**src/rtl/flyby_dma_pkg.sv**
```systemverilog
package flyby_dma_pkg;

  typedef enum logic [1:0] {
    PH_IDLE  = 2'd0,
    PH_ASK   = 2'd1,
    PH_LATCH = 2'd2,
    PH_MOVE  = 2'd3
  } phase_e;

  localparam logic [2:0] REG_ADR_LO = 3'd0;
  localparam logic [2:0] REG_ADR_HI = 3'd1;
  localparam logic [2:0] REG_CNT_LO = 3'd2;
  localparam logic [2:0] REG_CNT_HI = 3'd3;
  localparam logic [2:0] REG_CTRL   = 3'd4;

  localparam int CTRL_EN  = 0;
  localparam int CTRL_DIR = 1;
  localparam int CTRL_DEM = 2;

endpackage

```
**src/rtl/dma_rst_sync.sv**
```systemverilog
module dma_rst_sync #(
  parameter int STAGES = 2
) (
  input  logic clk,
  input  logic rst_n,
  output logic srst_n
);

  logic [STAGES-1:0] sh_q;

  always_ff @(posedge clk or negedge rst_n) begin
    if (!rst_n) begin
      sh_q <= '0;
    end else begin
      sh_q <= {sh_q[STAGES-2:0], 1'b1};
    end
  end

  assign srst_n = sh_q[STAGES-1];

endmodule

```
**src/rtl/dma_regs.sv**
```systemverilog
module dma_regs
  import flyby_dma_pkg::*;
#(
  parameter int DB_W = 8
) (
  input  logic            clk,
  input  logic            rst_n,
  input  logic            hsel,
  input  logic            hwr,
  input  logic [2:0]      haddr,
  input  logic [DB_W-1:0] hwdata,
  input  logic            hlda,
  input  logic            step,
  input  logic            last,
  output logic [2*DB_W-1:0] addr_o,
  output logic [2*DB_W-1:0] cnt_o,
  output logic            en_o,
  output logic            dir_o,
  output logic            dem_o,
  output logic [DB_W-1:0] hrdata
);

  localparam int W = 2 * DB_W;

  logic [W-1:0] addr_q, addr_d;
  logic [W-1:0] cnt_q, cnt_d;
  logic         en_q, en_d;
  logic         dir_q, dir_d;
  logic         dem_q, dem_d;
  logic         wr_ok;
  logic         upd;

  assign wr_ok = hsel & hwr & ~hlda;
  assign upd   = step | wr_ok;

  always_comb begin
    addr_d = addr_q;
    cnt_d  = cnt_q;
    en_d   = en_q;
    dir_d  = dir_q;
    dem_d  = dem_q;
    if (step) begin
      addr_d = addr_q + W'(1);
      cnt_d  = cnt_q - W'(1);
      if (last) en_d = 1'b0;
    end else if (wr_ok) begin
      case (haddr)
        REG_ADR_LO: addr_d[DB_W-1:0] = hwdata;
        REG_ADR_HI: addr_d[W-1:DB_W] = hwdata;
        REG_CNT_LO: cnt_d[DB_W-1:0]  = hwdata;
        REG_CNT_HI: cnt_d[W-1:DB_W]  = hwdata;
        REG_CTRL: begin
          en_d  = hwdata[CTRL_EN];
          dir_d = hwdata[CTRL_DIR];
          dem_d = hwdata[CTRL_DEM];
        end
        default: ;
      endcase
    end
  end

  always_ff @(posedge clk or negedge rst_n) begin
    if (!rst_n) begin
      addr_q <= '0;
      cnt_q  <= '0;
      en_q   <= 1'b0;
      dir_q  <= 1'b0;
      dem_q  <= 1'b0;
    end else if (upd) begin
      addr_q <= addr_d;
      cnt_q  <= cnt_d;
      en_q   <= en_d;
      dir_q  <= dir_d;
      dem_q  <= dem_d;
    end
  end

  always_comb begin
    hrdata = '0;
    if (hsel) begin
      case (haddr)
        REG_ADR_LO: hrdata = addr_q[DB_W-1:0];
        REG_ADR_HI: hrdata = addr_q[W-1:DB_W];
        REG_CNT_LO: hrdata = cnt_q[DB_W-1:0];
        REG_CNT_HI: hrdata = cnt_q[W-1:DB_W];
        REG_CTRL: begin
          hrdata[CTRL_EN]  = en_q;
          hrdata[CTRL_DIR] = dir_q;
          hrdata[CTRL_DEM] = dem_q;
        end
        default: hrdata = '0;
      endcase
    end
  end

  assign addr_o = addr_q;
  assign cnt_o  = cnt_q;
  assign en_o   = en_q;
  assign dir_o  = dir_q;
  assign dem_o  = dem_q;

endmodule

```
**src/rtl/dma_seq.sv**
```systemverilog
module dma_seq
  import flyby_dma_pkg::*;
(
  input  logic   clk,
  input  logic   rst_n,
  input  logic   en,
  input  logic   dem,
  input  logic   dreq,
  input  logic   hlda,
  input  logic   cnt_zero,
  input  logic   lo_full,
  output phase_e ph_o,
  output logic   step,
  output logic   last
);

  phase_e ph_q, ph_d;

  always_comb begin
    ph_d = ph_q;
    case (ph_q)
      PH_IDLE:  if (en && dreq && !hlda) ph_d = PH_ASK;
      PH_ASK: begin
        if (!en)       ph_d = PH_IDLE;
        else if (hlda) ph_d = PH_LATCH;
      end
      PH_LATCH: ph_d = PH_MOVE;
      PH_MOVE: begin
        if (cnt_zero)          ph_d = PH_IDLE;
        else if (dem && !dreq) ph_d = PH_IDLE;
        else if (lo_full)      ph_d = PH_LATCH;
        else                   ph_d = PH_MOVE;
      end
      default: ph_d = PH_IDLE;
    endcase
  end

  always_ff @(posedge clk or negedge rst_n) begin
    if (!rst_n) begin
      ph_q <= PH_IDLE;
    end else begin
      ph_q <= ph_d;
    end
  end

  assign step = (ph_q == PH_MOVE);
  assign last = step & cnt_zero;
  assign ph_o = ph_q;

endmodule

```
**src/rtl/dma_bus.sv**
```systemverilog
module dma_bus
  import flyby_dma_pkg::*;
#(
  parameter int DB_W = 8
) (
  input  phase_e            ph,
  input  logic              dir,
  input  logic              last,
  input  logic [2*DB_W-1:0] addr,
  output logic              hrq,
  output logic              aen,
  output logic              adstb,
  output logic              db_oe,
  output logic [DB_W-1:0]   db_out,
  output logic [DB_W-1:0]   a_lo,
  output logic              dack,
  output logic              io_rd,
  output logic              io_wr,
  output logic              mem_rd,
  output logic              mem_wr,
  output logic              eop
);

  localparam int W = 2 * DB_W;

  always_comb begin
    hrq    = (ph != PH_IDLE);
    aen    = (ph == PH_LATCH) || (ph == PH_MOVE);
    adstb  = (ph == PH_LATCH);
    db_oe  = adstb;
    db_out = adstb ? addr[W-1:DB_W] : '0;
    a_lo   = aen ? addr[DB_W-1:0] : '0;
    dack   = (ph == PH_MOVE);
    io_rd  = dack & ~dir;
    mem_wr = dack & ~dir;
    mem_rd = dack & dir;
    io_wr  = dack & dir;
    eop    = dack & last;
  end

endmodule

```
**src/rtl/flyby_dma.sv**
```systemverilog
module flyby_dma
  import flyby_dma_pkg::*;
#(
  parameter int DB_W      = 8,
  parameter int RST_STAGE = 2
) (
  input  logic            clk,
  input  logic            rst_n,
  input  logic            hsel,
  input  logic            hwr,
  input  logic [2:0]      haddr,
  input  logic [DB_W-1:0] hwdata,
  output logic [DB_W-1:0] hrdata,
  input  logic            dreq,
  output logic            dack,
  output logic            hrq,
  input  logic            hlda,
  output logic            aen,
  output logic            adstb,
  output logic [DB_W-1:0] a_lo,
  output logic [DB_W-1:0] db_out,
  output logic            db_oe,
  output logic            io_rd,
  output logic            io_wr,
  output logic            mem_rd,
  output logic            mem_wr,
  output logic            eop
);

  localparam int W = 2 * DB_W;

  logic         srst_n;
  logic [W-1:0] addr, cnt;
  logic         en, dir, dem;
  logic         step, last;
  logic         cnt_zero, lo_full;
  phase_e       ph;

  assign cnt_zero = (cnt == '0);
  assign lo_full  = &addr[DB_W-1:0];

  dma_rst_sync #(.STAGES(RST_STAGE)) u_rst (
    .clk    (clk),
    .rst_n  (rst_n),
    .srst_n (srst_n)
  );

  dma_regs #(.DB_W(DB_W)) u_regs (
    .clk    (clk),
    .rst_n  (srst_n),
    .hsel   (hsel),
    .hwr    (hwr),
    .haddr  (haddr),
    .hwdata (hwdata),
    .hlda   (hlda),
    .step   (step),
    .last   (last),
    .addr_o (addr),
    .cnt_o  (cnt),
    .en_o   (en),
    .dir_o  (dir),
    .dem_o  (dem),
    .hrdata (hrdata)
  );

  dma_seq u_seq (
    .clk      (clk),
    .rst_n    (srst_n),
    .en       (en),
    .dem      (dem),
    .dreq     (dreq),
    .hlda     (hlda),
    .cnt_zero (cnt_zero),
    .lo_full  (lo_full),
    .ph_o     (ph),
    .step     (step),
    .last     (last)
  );

  dma_bus #(.DB_W(DB_W)) u_bus (
    .ph     (ph),
    .dir    (dir),
    .last   (last),
    .addr   (addr),
    .hrq    (hrq),
    .aen    (aen),
    .adstb  (adstb),
    .db_oe  (db_oe),
    .db_out (db_out),
    .a_lo   (a_lo),
    .dack   (dack),
    .io_rd  (io_rd),
    .io_wr  (io_wr),
    .mem_rd (mem_rd),
    .mem_wr (mem_wr),
    .eop    (eop)
  );

endmodule

```
**config.mk**
```make
export PLATFORM = sky130hd
export DESIGN_NAME = flyby_dma
export DESIGN_NICKNAME = d
export VERILOG_FILES = /design/src/rtl/flyby_dma_pkg.sv /design/src/rtl/dma_rst_sync.sv /design/src/rtl/dma_regs.sv /design/src/rtl/dma_seq.sv /design/src/rtl/dma_bus.sv /design/src/rtl/flyby_dma.sv
export SDC_FILE = /design/constraint.sdc
export NUM_CORES = 1
export LEC_CHECK = 0
export ABC_AREA = 1
export BUFFER_PORTS_ARGS = -buffer_cell sky130_fd_sc_hd__buf_2
export CORE_MARGIN = 4
export CORE_UTILIZATION = 45
export DETAILED_ROUTE_END_ITERATION = 12
export GPL_TIMING_DRIVEN = 0
export PLACE_DENSITY = 0.66
export RECOVER_POWER = 25
export SETUP_SLACK_MARGIN = 0.3
export SLEW_MARGIN = 20
export SYNTH_ARGS = -nofsm -noshare
export SYNTH_HDL_FRONTEND = slang
export SYNTH_SLANG_ARGS = --single-unit
```
**constraint.sdc**
```tcl
create_clock -name clk -period 1.6 [get_ports clk]
set_input_delay 0.24 -clock clk [delete_from_list [all_inputs] [get_ports clk]]
set_output_delay 0.24 -clock clk [all_outputs]
set_load 0.005 [all_outputs]
```
==> out/qor.csv <==
metric,value,unit
Worst Setup End Kind,output pin,
Final setup viols,28,
Clk network pwr share,7.6,%
root buffer cell,clkbuf_8,
TritonCTS clock tree,built,
Synth cell types,37,
I/O pins,51,
Clock Sinks,39,
M1 GR Usage,39.07,%
# fillers,321,
"Slew Viols, Final",0,
slew margin rel.,50.12,%
worst hold slack,0.1740,ns
worst-path fanout max,2,
sequential fraction of design power,21.5,%
ANT cells,0,
worst-case clock buffer depth,2,
met3 Track Usage GR,8.013,%
Hold WC Path Type,input port to register,
"Remaining Overflow, GRT",0,
CP Launch Type,register,
DRT iter0 DRCs,639,
total track usage,31.51,%
RSZ-0062 raised after global routing,true,
DRC violations left,0,
clk slew on worst S/H paths,0.09,ns
post-synthesis net count,481,
period utilization,114.6,%
first-pass GRT wire length,20090,um
DR pass1 iterations,6,
Logic pwr share,70.9,%
NetSw,0.004523,W
P&R area growth vs syn,79.06,%
drt wl/cell,22.29,um
pwr/cell area,1704,nW/um^2
Setup WS post-layout,-0.2337,ns
initial antenna violation count,0,
Layout Nets,648,
register bit total from synthesis,39,
f_max,0.5453,GHz
sw frac,48.84,%
outcome,"finished, violations left",
post-synthesis sequential area ratio,32.15,%
die width,90.13,um
Yosys warning count,0,
ANT nets after route,0,
total CTS buffers,5,
area of the multi-input gates,2357,um^2
largest family of logic cells by synthesized area,simple AND/OR/NAND/NOR gates,
"Cell Area, Synth",3035,um^2
LEAKAGE,2.659,nW
Core ar.,6459,um^2
CP Data Arrival Time,1.59,ns
Sequential Area,985.9,um^2
HPWL after detailed placement,7447,um
CP required,1.36,ns
Mean Syn Cell Area,6.570,um^2
via count,4483,
Max VDD drop,1044,uV
Port Buffer Count,50,
RePlAce Congestion,0.9562,
Initial Utilization,47.00,%
post-route minimum period,1.834,ns
Max-Cap Viols,0,
skew final,0.009879,ns
top cell type's share of synthesized area,32.15,%
Power Internal,0.004738,W
Tot Pwr,0.009261,W
area share of and/or/nand/nor cells after synthesis,39.37,%
FP Rows,29,
mux cell area share after synthesis,0,%
Final Hold Fails,0,
Worst-Margin Slew,0.7481,ns
layout cells sized above 1,59.37,%
Synth Area in Adders,0.8244,%
die area,8123,um^2
Die H,90.13,um
cell taking the most area after synthesis,dfrtp_1,
failing checks,negative setup slack,
largest net degree at the start of global routing,24,
busiest metal layer after global routing,met2,
vias per inst,6.341,
critical path class,register to output pin,
clk_lat worst skew,0.31,ns
vias in the first global route,3915,
XOR/XNOR Fraction of Synth Area,1.154,%
largest cells by area after synthesis,"dfrtp_1 (32%), nand2_1 (15%), inv_1 (8.3%), nor2_1 (7.9%), nand3_1 (6.6%)",
Synth Area in Compound Gates,14.06,%
H-tree depth,2,
GR met2 Demand/Resource,49.28,%
Mapped Cells,462,
final WL,15760,um
-- flip-flops by register name, indices dropped and copies added (netlist names) --
register,flops
u_seq.ph_o,2
u_regs.dem_o,1
u_regs.en_o,1
u_regs.dir_o,1
u_rst.sh_q,2
u_regs.cnt_o,16
u_regs.addr_o,16
-- synth_stat cells --
master,number
nand2_1,118
inv_1,67
nor2_1,64
nand3_1,40
dfrtp_1,39
o21ai_0,14
o22ai_1,13
o21ai_1,12
inv_2,10
a21oi_1,9
nor2_4,8
buf_4,7
nand2_2,6
a31oi_1,5
nand4_1,5
nor2_2,5
o211ai_1,5
nor3_1,4
xor2_1,4
o221ai_1,3
buf_2,2
clkbuf_1,2
ha_1,2
nand2_4,2
nand3_2,2
nand3_4,2
o211ai_2,2
a21oi_2,1
a31o_2,1
buf_6,1
clkinv_1,1
conb_1,1
nand3b_1,1
nor3_4,1
o21ai_2,1
o21ai_4,1
o21bai_1,1
-- power by group through the flow --
stage	combinational, W	sequential (W)	clock [W]
5_1_grt	0.00684	0.00201	0.000725
3_5_place_dp	0.00283	0.00198	0
4_1_cts	0.00501	0.00187	0.000684
3_3_place_gp	0.00276	0.00198	0
2_1_floorplan	0.00207	0.00183	0
6_report	0.00657	0.00199	0.000705
-- stage by stage --
step / setup WS [ns] / area, um^2 / utilization, % / instances / setup TNS (ns)
CTS: -0.1020 / 4836 / 74.87 / 680 / -0.3156
detailed placement: -0.009637 / 3442 / 53.29 / 590 / -0.009637
global placement: -0.1537 / 3421 / 52.96 / 589 / -5.606
finish: -0.2337 / 5435 / 84.15 / 707 / -1.795
floorplan: 0.2889 / 3074 / - / 462 / 0
global route: -0.2729 / 5435 / 84.15 / 707 / -3.310
-- area by class of cell --
cell class | count | share of cell area [%]
inverter | 78 | 6.215
multi-input combinational | 334 | 43.37
buffer | 12 | 3.039
clock inverter | 3 | 0.2762
timing repair buffer | 159 | 25.92
tap | 77 | 1.773
clock buffer | 5 | 1.266
sequential | 39 | 18.14
-- worst paths after layout --
check	to	depth (start not counted)	startpoint	slack, ns
max	eop	9	u_regs.cnt_o[1]$_DFFE_PN0P_	-0.23
min	u_seq.ph_o[0]$_DFFE_PN0P_	4	hlda	0.17
max reg2reg	u_regs.cnt_o[12]$_DFFE_PN0P_	13	u_regs.cnt_o[1]$_DFFE_PN0P_	-0.20
min reg2reg	u_regs.addr_o[15]$_DFFE_PN0P_	0	u_rst.sh_q[1]$_DFF_PN0_	0.31
max in group asynchronous	u_regs.cnt_o[6]$_DFFE_PN0P_	1	u_rst.sh_q[1]$_DFF_PN0_	0.13
min in group asynchronous	u_rst.sh_q[0]$_DFF_PN0_	2	rst_n	0.23
-- routing by layer --
layer	share of wire (%)	routed length, um
met3	13	2096
met1	33	5277
met4	8.7	1369
met2	45	7014
met5	0	0
-- logic make-up (layout without fill, tap and decap cells) --
| kind of cell | after synthesis | count (layout) |
|---|---|---|
| and+or+nand+nor | 258 | 259 |
| xor gates and xnor gates | 4 | 4 |
| DFF | 39 | 39 |
| other | 1 | 1 |
| adders and majority gates | 2 | 2 |
| buffers and inverters | 90 | 257 |
| AOI/OAI and AO/OA | 68 | 68 |
-- critical path, stage by stage, from the launching register on --
cell,delay [ns]
dfrtp_1,0.41
inv_2,0.11
ha_4,0.15
nand2_4,0.06
nor2_4,0.13
nand3_2,0.11
inv_2,0.10
nand3_4,0.08
inv_2,0.06
buf_6,0.08
-- what timing repair did --
item / CTS / global route
hold buffers: 1 / 0
cloned: 6 / 0
setup endpoints to repair: 70 / 70
hold endpoints to repair: 2 / 0
setup buffers: 75 / 27
pin swaps: 52 / 52
gates resized for setup: 177 / 121
-- placed cells by master (no fill, tap or decap), types with 3 or more instances in the layout --
cell,synthesis,layout
nor2_2,5,12
nor2_1,64,44
nor2_4,8,21
xor2_1,4,4
buf_6,1,52
o22ai_4,0,3
a31oi_1,5,3
nand3_2,2,16
o21ai_0,14,6
inv_2,10,34
nand2_1,118,69
buf_12,0,3
nand4_1,5,5
clkinv_2,0,3
nand2_8,0,3
dfrtp_1,39,31
inv_4,0,9
nand2_2,6,35
a21oi_1,9,6
buf_2,2,40
dfrtp_2,0,8
buf_8,0,9
o21ai_1,12,14
nand3_1,40,23
nand3_4,2,6
o21ai_2,1,6
buf_16,0,4
o211ai_1,5,5
a21oi_2,1,4
buf_4,7,58
nand2_4,2,19
o22ai_2,0,5
clkbuf_8,0,5
inv_1,67,31
o22ai_1,13,5
No activity file was read; power rests on OpenSTA's default activity.
